==> src/rtl/sel_seq_pkg.sv <==
`timescale 1ns/1ps
package sel_seq_pkg;

    typedef enum logic [2:0] {
        ST_IDLE,
        ST_WAIT_FREE,
        ST_FREE_DLY,
        ST_ARB_DLY,
        ST_WIN_DLY,
        ST_SEL_DLY,
        ST_SETTLE_DLY,
        ST_RESP_DLY
    } seq_state_e;

    // Round a nanosecond interval up to whole clock cycles (at least one).
    function automatic int ns_to_cycles(input int ns, input int period_ns);
        int c;
        c = (ns + period_ns - 1) / period_ns;
        return (c < 1) ? 1 : c;
    endfunction

    function automatic int max_of(input int a, input int b);
        return (a > b) ? a : b;
    endfunction

endpackage

==> src/rtl/sel_delay_ctr.sv <==
`timescale 1ns/1ps
module sel_delay_ctr #(
    parameter int CNT_W = 10
) (
    input  logic             clk,
    input  logic             rst_n,
    input  logic             load,
    input  logic [CNT_W-1:0] load_val,
    output logic             zero
);
    logic [CNT_W-1:0] cnt_d, cnt_q;

    always_comb begin
        cnt_d = cnt_q;
        if (load)
            cnt_d = load_val;
        else if (cnt_q != '0)
            cnt_d = cnt_q - 1'b1;
    end

    always_ff @(posedge clk) begin
        if (!rst_n)
            cnt_q <= '0;
        else
            cnt_q <= cnt_d;
    end

    assign zero = (cnt_q == '0);
endmodule

==> src/rtl/sel_id_onehot.sv <==
`timescale 1ns/1ps
module sel_id_onehot #(
    parameter int ID_W = 3
) (
    input  logic [ID_W-1:0]      id,
    output logic [(1<<ID_W)-1:0] bits
);
    for (genvar g = 0; g < (1 << ID_W); g++) begin : g_bit
        assign bits[g] = (id == ID_W'(g));
    end
endmodule

==> src/rtl/sel_arb_judge.sv <==
`timescale 1ns/1ps
module sel_arb_judge #(
    parameter int ID_W = 3
) (
    input  logic [ID_W-1:0]      own_id,
    input  logic [(1<<ID_W)-1:0] bus_data,
    input  logic                 bus_sel,
    output logic                 lost
);
    localparam int N = 1 << ID_W;
    logic [N-1:0] higher;

    // A competitor outranks us when it holds any bit above our own ID.
    for (genvar g = 0; g < N; g++) begin : g_rank
        assign higher[g] = bus_data[g] && (ID_W'(g) > own_id);
    end

    assign lost = bus_sel | (|higher);
endmodule

==> src/rtl/scsi_select_seq.sv <==
`timescale 1ns/1ps
module scsi_select_seq
    import sel_seq_pkg::*;
#(
    parameter int ID_W      = 3,
    parameter int CLK_NS    = 4,
    parameter int FREE_NS   = 800,
    parameter int ARB_NS    = 2400,
    parameter int CLEAR_NS  = 800,
    parameter int SETTLE_NS = 400,
    parameter int SKEW_NS   = 10
) (
    input  logic                 clk,
    input  logic                 rst_n,
    input  logic                 sel_cmd,
    input  logic                 atn_req,
    input  logic [ID_W-1:0]      own_id,
    input  logic [ID_W-1:0]      dest_id,
    input  logic                 bus_bsy_i,
    input  logic                 bus_sel_i,
    input  logic                 bus_rst_i,
    input  logic [(1<<ID_W)-1:0] bus_data_i,
    output logic [(1<<ID_W)-1:0] data_o,
    output logic                 bsy_o,
    output logic                 sel_o,
    output logic                 atn_o,
    output logic                 busy,
    output logic                 lost_arb,
    output logic                 sel_in_prog,
    output logic                 state_chg,
    output logic                 connected
);
    localparam int DATA_W     = 1 << ID_W;
    localparam int FREE_CYC   = ns_to_cycles(FREE_NS, CLK_NS);
    localparam int ARB_CYC    = ns_to_cycles(ARB_NS, CLK_NS);
    localparam int WIN_CYC    = ns_to_cycles(CLEAR_NS + SETTLE_NS, CLK_NS);
    localparam int SKEW2_CYC  = ns_to_cycles(2 * SKEW_NS, CLK_NS);
    localparam int SETTLE_CYC = ns_to_cycles(SETTLE_NS, CLK_NS);
    localparam int MAX_CYC    = max_of(max_of(FREE_CYC, ARB_CYC),
                                       max_of(max_of(WIN_CYC, SKEW2_CYC), SETTLE_CYC));
    localparam int CNT_W      = $clog2(MAX_CYC + 1);

    typedef struct packed {
        seq_state_e        st;
        logic [ID_W-1:0]   own;
        logic [ID_W-1:0]   dest;
        logic              atn;
        logic [DATA_W-1:0] data;
        logic              bsy;
        logic              sel;
        logic              atn_drv;
        logic              lost;
        logic              sip;
        logic              conn;
        logic              chg;
    } seq_regs_t;

    seq_regs_t         r_d, r_q;
    logic              ld;
    logic [CNT_W-1:0]  ld_val;
    logic              dly_zero;
    logic              arb_lost;
    logic [DATA_W-1:0] own_bit;
    logic [DATA_W-1:0] dest_bit;

    sel_delay_ctr #(.CNT_W(CNT_W)) u_ctr (
        .clk      (clk),
        .rst_n    (rst_n),
        .load     (ld),
        .load_val (ld_val),
        .zero     (dly_zero)
    );

    sel_id_onehot #(.ID_W(ID_W)) u_own_dec (
        .id   (r_q.own),
        .bits (own_bit)
    );

    sel_id_onehot #(.ID_W(ID_W)) u_dest_dec (
        .id   (r_q.dest),
        .bits (dest_bit)
    );

    sel_arb_judge #(.ID_W(ID_W)) u_judge (
        .own_id   (r_q.own),
        .bus_data (bus_data_i),
        .bus_sel  (bus_sel_i),
        .lost     (arb_lost)
    );

    always_comb begin
        r_d     = r_q;
        r_d.chg = 1'b0;
        ld      = 1'b0;
        ld_val  = '0;

        if (bus_rst_i) begin
            r_d = '0;
        end else begin
            unique case (r_q.st)
                ST_IDLE: begin
                    if (sel_cmd) begin
                        r_d.st      = ST_WAIT_FREE;
                        r_d.own     = own_id;
                        r_d.dest    = dest_id;
                        r_d.atn     = atn_req;
                        r_d.conn    = 1'b0;
                        r_d.atn_drv = 1'b0;
                    end
                end
                ST_WAIT_FREE: begin
                    if (!bus_bsy_i && !bus_sel_i) begin
                        r_d.st = ST_FREE_DLY;
                        ld     = 1'b1;
                        ld_val = CNT_W'(FREE_CYC - 1);
                    end
                end
                ST_FREE_DLY: begin
                    if (dly_zero) begin
                        r_d.data = own_bit;
                        r_d.bsy  = 1'b1;
                        r_d.st   = ST_ARB_DLY;
                        ld       = 1'b1;
                        ld_val   = CNT_W'(ARB_CYC - 1);
                    end
                end
                ST_ARB_DLY: begin
                    if (dly_zero) begin
                        if (arb_lost) begin
                            r_d.data = '0;
                            r_d.bsy  = 1'b0;
                            r_d.lost = 1'b1;
                            r_d.st   = ST_WAIT_FREE;
                        end else begin
                            r_d.sip  = 1'b1;
                            r_d.lost = 1'b0;
                            r_d.st   = ST_WIN_DLY;
                            ld       = 1'b1;
                            ld_val   = CNT_W'(WIN_CYC - 1);
                        end
                    end
                end
                ST_WIN_DLY: begin
                    if (dly_zero) begin
                        r_d.data = own_bit | dest_bit;
                        r_d.sel  = 1'b1;
                        r_d.st   = ST_SEL_DLY;
                        ld       = 1'b1;
                        ld_val   = CNT_W'(SKEW2_CYC - 1);
                    end
                end
                ST_SEL_DLY: begin
                    if (dly_zero) begin
                        r_d.bsy     = 1'b0;
                        r_d.atn_drv = r_q.atn;
                        r_d.st      = ST_SETTLE_DLY;
                        ld          = 1'b1;
                        ld_val      = CNT_W'(SETTLE_CYC - 1);
                    end
                end
                ST_SETTLE_DLY: begin
                    if (dly_zero) begin
                        if (bus_bsy_i) begin
                            r_d.st = ST_RESP_DLY;
                            ld     = 1'b1;
                            ld_val = CNT_W'(SKEW2_CYC - 1);
                        end else begin
                            r_d.st      = ST_IDLE;
                            r_d.data    = '0;
                            r_d.sel     = 1'b0;
                            r_d.atn_drv = 1'b0;
                            r_d.sip     = 1'b0;
                        end
                    end
                end
                ST_RESP_DLY: begin
                    if (dly_zero) begin
                        r_d.data = '0;
                        r_d.sel  = 1'b0;
                        r_d.conn = 1'b1;
                        r_d.chg  = 1'b1;
                        r_d.sip  = 1'b0;
                        r_d.st   = ST_IDLE;
                    end
                end
                default: r_d = '0;
            endcase
        end
    end

    always_ff @(posedge clk) begin
        if (!rst_n)
            r_q <= '0;
        else
            r_q <= r_d;
    end

    assign data_o      = r_q.data;
    assign bsy_o       = r_q.bsy;
    assign sel_o       = r_q.sel;
    assign atn_o       = r_q.atn_drv;
    assign busy        = (r_q.st != ST_IDLE);
    assign lost_arb    = r_q.lost;
    assign sel_in_prog = r_q.sip;
    assign state_chg   = r_q.chg;
    assign connected   = r_q.conn;
endmodule

==> config.mk <==
export PLATFORM = sky130hd
export DESIGN_NAME = scsi_select_seq
export DESIGN_NICKNAME = d
export VERILOG_FILES = /design/src/rtl/sel_seq_pkg.sv /design/src/rtl/sel_delay_ctr.sv /design/src/rtl/sel_id_onehot.sv /design/src/rtl/sel_arb_judge.sv /design/src/rtl/scsi_select_seq.sv
export SDC_FILE = /design/constraint.sdc
export NUM_CORES = 1
export LEC_CHECK = 0
export ABC_CLOCK_PERIOD_IN_PS = 2900
export BUFFER_PORTS_ARGS = -buffer_cell sky130_fd_sc_hd__buf_2
export CAP_MARGIN = 10
export CORE_MARGIN = 2
export CORE_UTILIZATION = 52
export DETAILED_ROUTE_END_ITERATION = 16
export PLACE_DENSITY = 0.75
export SLEW_MARGIN = 20
export SYNTH_ARGS = -nofsm -noshare
export SYNTH_HDL_FRONTEND = slang
export SYNTH_HIERARCHICAL = 1
export SYNTH_SLANG_ARGS = --single-unit
==> constraint.sdc <==
create_clock -name clk -period 2.9 [get_ports clk]
set_clock_uncertainty 0.1 [all_clocks]
set_input_delay 0.145 -clock clk [delete_from_list [all_inputs] [get_ports clk]]
set_output_delay 0.145 -clock clk [all_outputs]
set_load 0.02 [all_outputs]
; Word level (Yosys, flattened, before mapping)
; Index checks and enable logic that the tools add are counted.
; W data, S select, Z words.
[word_totals]
elab_cells = 151
out_inout_bits = 16
register_bits = 35
[op_classes]
n_bitwise = 4
n_reduce_logical = 37
mux = 56
eq_ne = 32
magnitude_cmp = 8
addsub = 1
[op_table]
columns = op, n
row1 = $pmux W10 S6, 1
row2 = $mux W10, 5
row3 = $mux W9, 5
row4 = $mux W8, 5
row5 = $pmux W8 S5, 1
row6 = $mux W3, 13
row7 = $eq A3 B3 Y1 const B, 12
row8 = $pmux W3 S8, 1
row9 = $ne A2 B2 Y1 const B, 11
row10 = $eq A3 B2 Y1 const B, 6
row11 = $mux W1, 16
row12 = $reduce_and A8 Y1, 2
row13 = $reduce_and A5 Y1, 3
row14 = $reduce_bool A3 Y1, 5
row15 = $gt A3 B3 Y1 const A, 4
row16 = $pmux W1 S3, 4
row17 = $logic_not A10 Y1, 1
row18 = $reduce_bool A10 Y1, 1
row19 = $sub A10 B1 Y10 const B, 1
row20 = $eq A3 B1 Y1 const B, 3
row21 = $logic_and A1 B1 Y1, 9
row22 = $logic_not A3 Y1, 3
row23 = $or A8 B8 Y8, 1
row24 = $reduce_or A8 Y1, 1
row25 = 16 further kinds, 24

; Longest topological paths before layout
[depth]
depth_word = 9
depth_mapped = 11

; By module
; Netlist, hierarchy kept.
[modules_own_cells]
columns = mod, seq_area_each_um2, cells_each, area_per_inst_um2, instances
row1 = scsi_select_seq, 500.5, 213, 1652.8, 1
row2 = sel_delay_ctr, 200.2, 65, 573.0, 1
row3 = sel_id_onehot, 0.0, 8, 65.1, 2
row4 = sel_arb_judge, 0.0, 10, 67.6, 1

; Worst setup path before layout
; Ideal clock, no wire load.
[synth_path]
path_type = register to register
from = reg u_ctr.cnt_q[0]
to = reg u_ctr.cnt_q[5]
stages_incl_launch_ff = 11
setup_slack_ns = 0.092
setup_time_ns = 0.117
path_buffers = 2
t_arrival_ns = 2.591
path_cell_list = dfxtp_1 > inv_1 > ha_1 > or4b_4 > nor3_4 > clkbuf_1 > o221ai_1 > a21oi_1 > buf_2 > nor3b_2 > a32o_1
[synth_between]
elab_chain_cells = 5
elab_cells_between_ends = 15
[synth_rtl]
columns = element, line_no
row1 = from (decl), sel_delay_ctr.sv:11  ; logic [CNT_W-1:0] cnt_d, cnt_q;
row2 = from (signal assigned), sel_delay_ctr.sv:25  ; cnt_q <= cnt_d;
row3 = $logic_not A10 Y1 (*), sel_delay_ctr.sv:28  ; assign zero = (cnt_q == '0);
row4 = via dly_zero, scsi_select_seq.sv:61  ; logic dly_zero;
row5 = $mux W1 (on tied branches), -
row6 = $pmux W1 S4 (*), scsi_select_seq.sv:100  ; unique case (r_q.st)
row7 = $mux W1 (*), scsi_select_seq.sv:97  ; if (bus_rst_i) begin
row8 = via ld, scsi_select_seq.sv:59  ; logic ld;
row9 = $mux W10 / $reduce_bool A2 Y1 (equally long branches), -
; The timed path passes the listed nets; every way through them passes the cells marked *. The select of a mux whose other input is x is not followed.
; A chain may end at the register's enable or synchronous reset.

; Worst setup path after layout
[layout_path]
from = reg u_ctr.cnt_q[0]
to = reg r_q, in the netlist data_o[7]
[layout_between]
elab_chain_cells = 3
elab_cells_between_ends = 7
[layout_rtl]
columns = element, line_no
row1 = $logic_not A10 Y1 (*), sel_delay_ctr.sv:28
row2 = via dly_zero, scsi_select_seq.sv:61
row3 = $ne A2 B2 Y1 (no line), -
row4 = $reduce_and A8 Y1 (no line) (*), -
row5 = to (signal assigned), scsi_select_seq.sv:195  ; r_q <= r_d;
row6 = to (decl), scsi_select_seq.sv:58  ; seq_regs_t r_d, r_q;
; The timed path passes the listed nets; every way through them passes the cells marked *.

==> metrics.txt <==
status finished clean; Antenna Violating Nets Remaining 0; final core utilization 62.8%; Hold/Removal Path Class in2reg; CP max FO 8; CP Buf/Inv Count 2; switching share of power 35.8%; number of clock sinks 35; row count 24; Pint 0.00102 W; sequential power share 38.7%; pwr/cell area 571 nW/um^2; CP Data Arrival Time 2.84 ns; CTS tree built; routed vias/inst around 5.9; Root Buffer clkbuf_8; net switching power 0.000568 W; fin crit period 2.74 ns; die height 72.3 um; final hold vios 0; placer congestion estimate 0.861; Largest stage delay, worst path roughly 0.53 ns; R2R depth 8; cell breakdown of the critical path inv_1, ha_1, or4b_4, nor3_4, buf_4, o211ai_4, or2_1, a221oi_2; setup tns final 0 ns; Max VDD drop ~290 uV; RSZ-0062 raised after global routing no; FMAX 0.365 GHz; clock transition at the registers of the reported paths 0.07 ns; Slew Viols, Final 0; pre-CTS setup slack 0.186 ns; WL/cell ~14 um; die width 72.3 um; DP Area 2640 um^2; Tcrit/Tclk final between 90% and 100%; HPWL after DPL ~4 mm; crit path capture type register; Unique masters post-synth 58; syn_nets 326; Core ar. 4410 um^2; die area ~5200 um^2; Remaining DRCs 0; # fillers between 400 and 500; total of max-cap violations 0; Seq cells post-synth 35; I/O Buffers 35; Clock Path Buffers 2; R2R setup slack 0.16 ns; register area between 700 and 800 um^2; final setup fails 0; total grt overflow 0; RR Startpoint u_ctr/cnt_q[0]; post-cts sizing count 0; initial antenna violation count 0; hold path startpoint own_id[2]; total number of vias 2306; share of cells above drive strength 1 between 20% and 30%; Worst-Skew Late Latency 0.29 ns; Rel. slew slack 63.5%; synth warn 6; top-count cell post-synth dfxtp_1; antenna diode count 0; register area share after synthesis 28.9%; drt pass-1 iters 4; Worst Path Class, Setup reg2reg; Synth async-reset ratio 0%; design area 2770 um^2; total CTS buffers 5; # nets final ~360; Startpoint Class register; worst hold slack ~0.005 ns; post-synth top area share 28.9%; vias in the first global route about 2100; Hold Path Sink r_q[21]; initial core utilization 54.9%; Critical-path top delay cell or4b_4; Hold Crit Depth 3; drt total wl 5.69 mm; largest net degree at the start of global routing 21; gr usage total 23.6%; worst slew pin tran 0.545 ns; FF-to-FF End data_o[7]; first-pass GRT wire length just under 10 mm; Top FF cell, synth dfxtp_1; clock share of power approximately 23%; crit-path leading delay family simple AND/OR/NAND/NOR gates; Iter 0 DRT Violations 208; synth cell count leaders 35 x dfxtp_1, 32 x nand2_1, 30 x a21oi_1; combinational power share 38.8%; Leakage Power 1.05 nW; IO Count 37; Post-synth EDFFs 0; area grow syn2layout 14.4%; multi-input logic area 1510 um^2; worst endpoint required time 3.00 ns; final worst slack 0.163 ns; Mapped Cells 304; H-tree depth 2; Syn Area/Cell 7.97 um^2; Synth area leaders dfxtp_1 29%, a21oi_1 6.2%, nand2b_1 5.2%; area leader, netlist dfxtp_1; Syn Std Cell Area 2420 um^2
layout make-up:
class                           count  area share, %
Inverter                           14           1.90
Timing Repair Buffer               57           12.7
Tap cell                           52           2.35
Clock inverter                      1          0.181
Sequential cell                    35           25.3
Clock buffer                        6           2.98
Multi-Input combinational cell    229           54.6
per-layer routing:
layer	vias to the layer above	global-route usage, %	share of wire (%)
met4	0	7.55	1.1
met3	4	3.61	5.2
met5	-	0	0
met1	1071	33.5	49
li1	1163	-	-
met2	68	36.7	45
per-stage QoR:
step / std cells / total power, W
CTS: 394 / 0.00159
finish: 394 / 0.00158
global placement: 382 / 0.00121
floorplan: 304 / 0.00107
global route: 394 / 0.00170
detailed placement: 382 / 0.00123
power groups by stage:
stage,sequential [W],clock (W),combinational (W)
after global placement,0.000619,0,0.000591
after CTS,0.000613,0.000366,0.000615
final,0.000612,0.000356,0.000615
after floorplan,0.000603,0,0.000462
after global routing,0.000623,0.000386,0.000688
after detailed placement,0.000622,0,0.000609
placed cells by master, fill, tap and decap left out, types with 8 or more instances in the layout:
cell | netlist | final
nor2_1 | 15 | 15
nand3_1 | 8 | 8
o21ai_0 | 11 | 11
buf_2 | 8 | 35
inv_1 | 14 | 14
dfxtp_1 | 35 | 35
a21oi_1 | 30 | 30
nand2_1 | 32 | 32
nor3_1 | 13 | 13
a221oi_2 | 8 | 8
buf_4 | 9 | 17
nand3b_1 | 8 | 8
nand2b_1 | 20 | 20
worst max path at each step:
| stage | end | slack (ns) | depth (start not counted) | from |
|---|---|---|---|---|
| global placement | data_o[3] | 0.25 | 8 | u_ctr/cnt_q[0] |
| CTS | data_o[7] | 0.17 | 8 | u_ctr/cnt_q[0] |
| floorplan | u_ctr/cnt_q[5] | 0.09 | 10 | u_ctr/cnt_q[0] |
| detailed placement | data_o[7] | 0.19 | 8 | u_ctr/cnt_q[0] |
| global route | data_o[6] | 0.02 | 8 | u_ctr/cnt_q[0] |
| finish | data_o[7] | 0.16 | 8 | u_ctr/cnt_q[0] |
registers in the layout, summed over array words and instances, names as in the netlist:
signal       flops
state_chg        1
u_ctr/cnt_q     10
r_q             10
connected        1
sel_o            1
data_o           8
sel_in_prog      1
bsy_o            1
lost_arb         1
atn_o            1
worst min-delay path, stage by stage:
cell and delay (ns):
buf_2 0.10, nand2_1 0.05, a21oi_1 0.05
timing repair:
item	4_1_cts	5_1_grt
hold buffers	5	0
setup buffers	0	0
hold endpoints to repair	5	0
logic make-up after synthesis:
group	after synthesis	share of synthesized area, %
buffers and inverters	40	8.62
adders and majority gates	1	0.516
AOI/OAI and AO/OA	73	22.5
DFF	35	28.9
and+or+nand+nor	147	36.3
muxes	5	2.12
xor gates and xnor gates	3	1.08
Note: power is estimated with default switching activity, not from simulation.
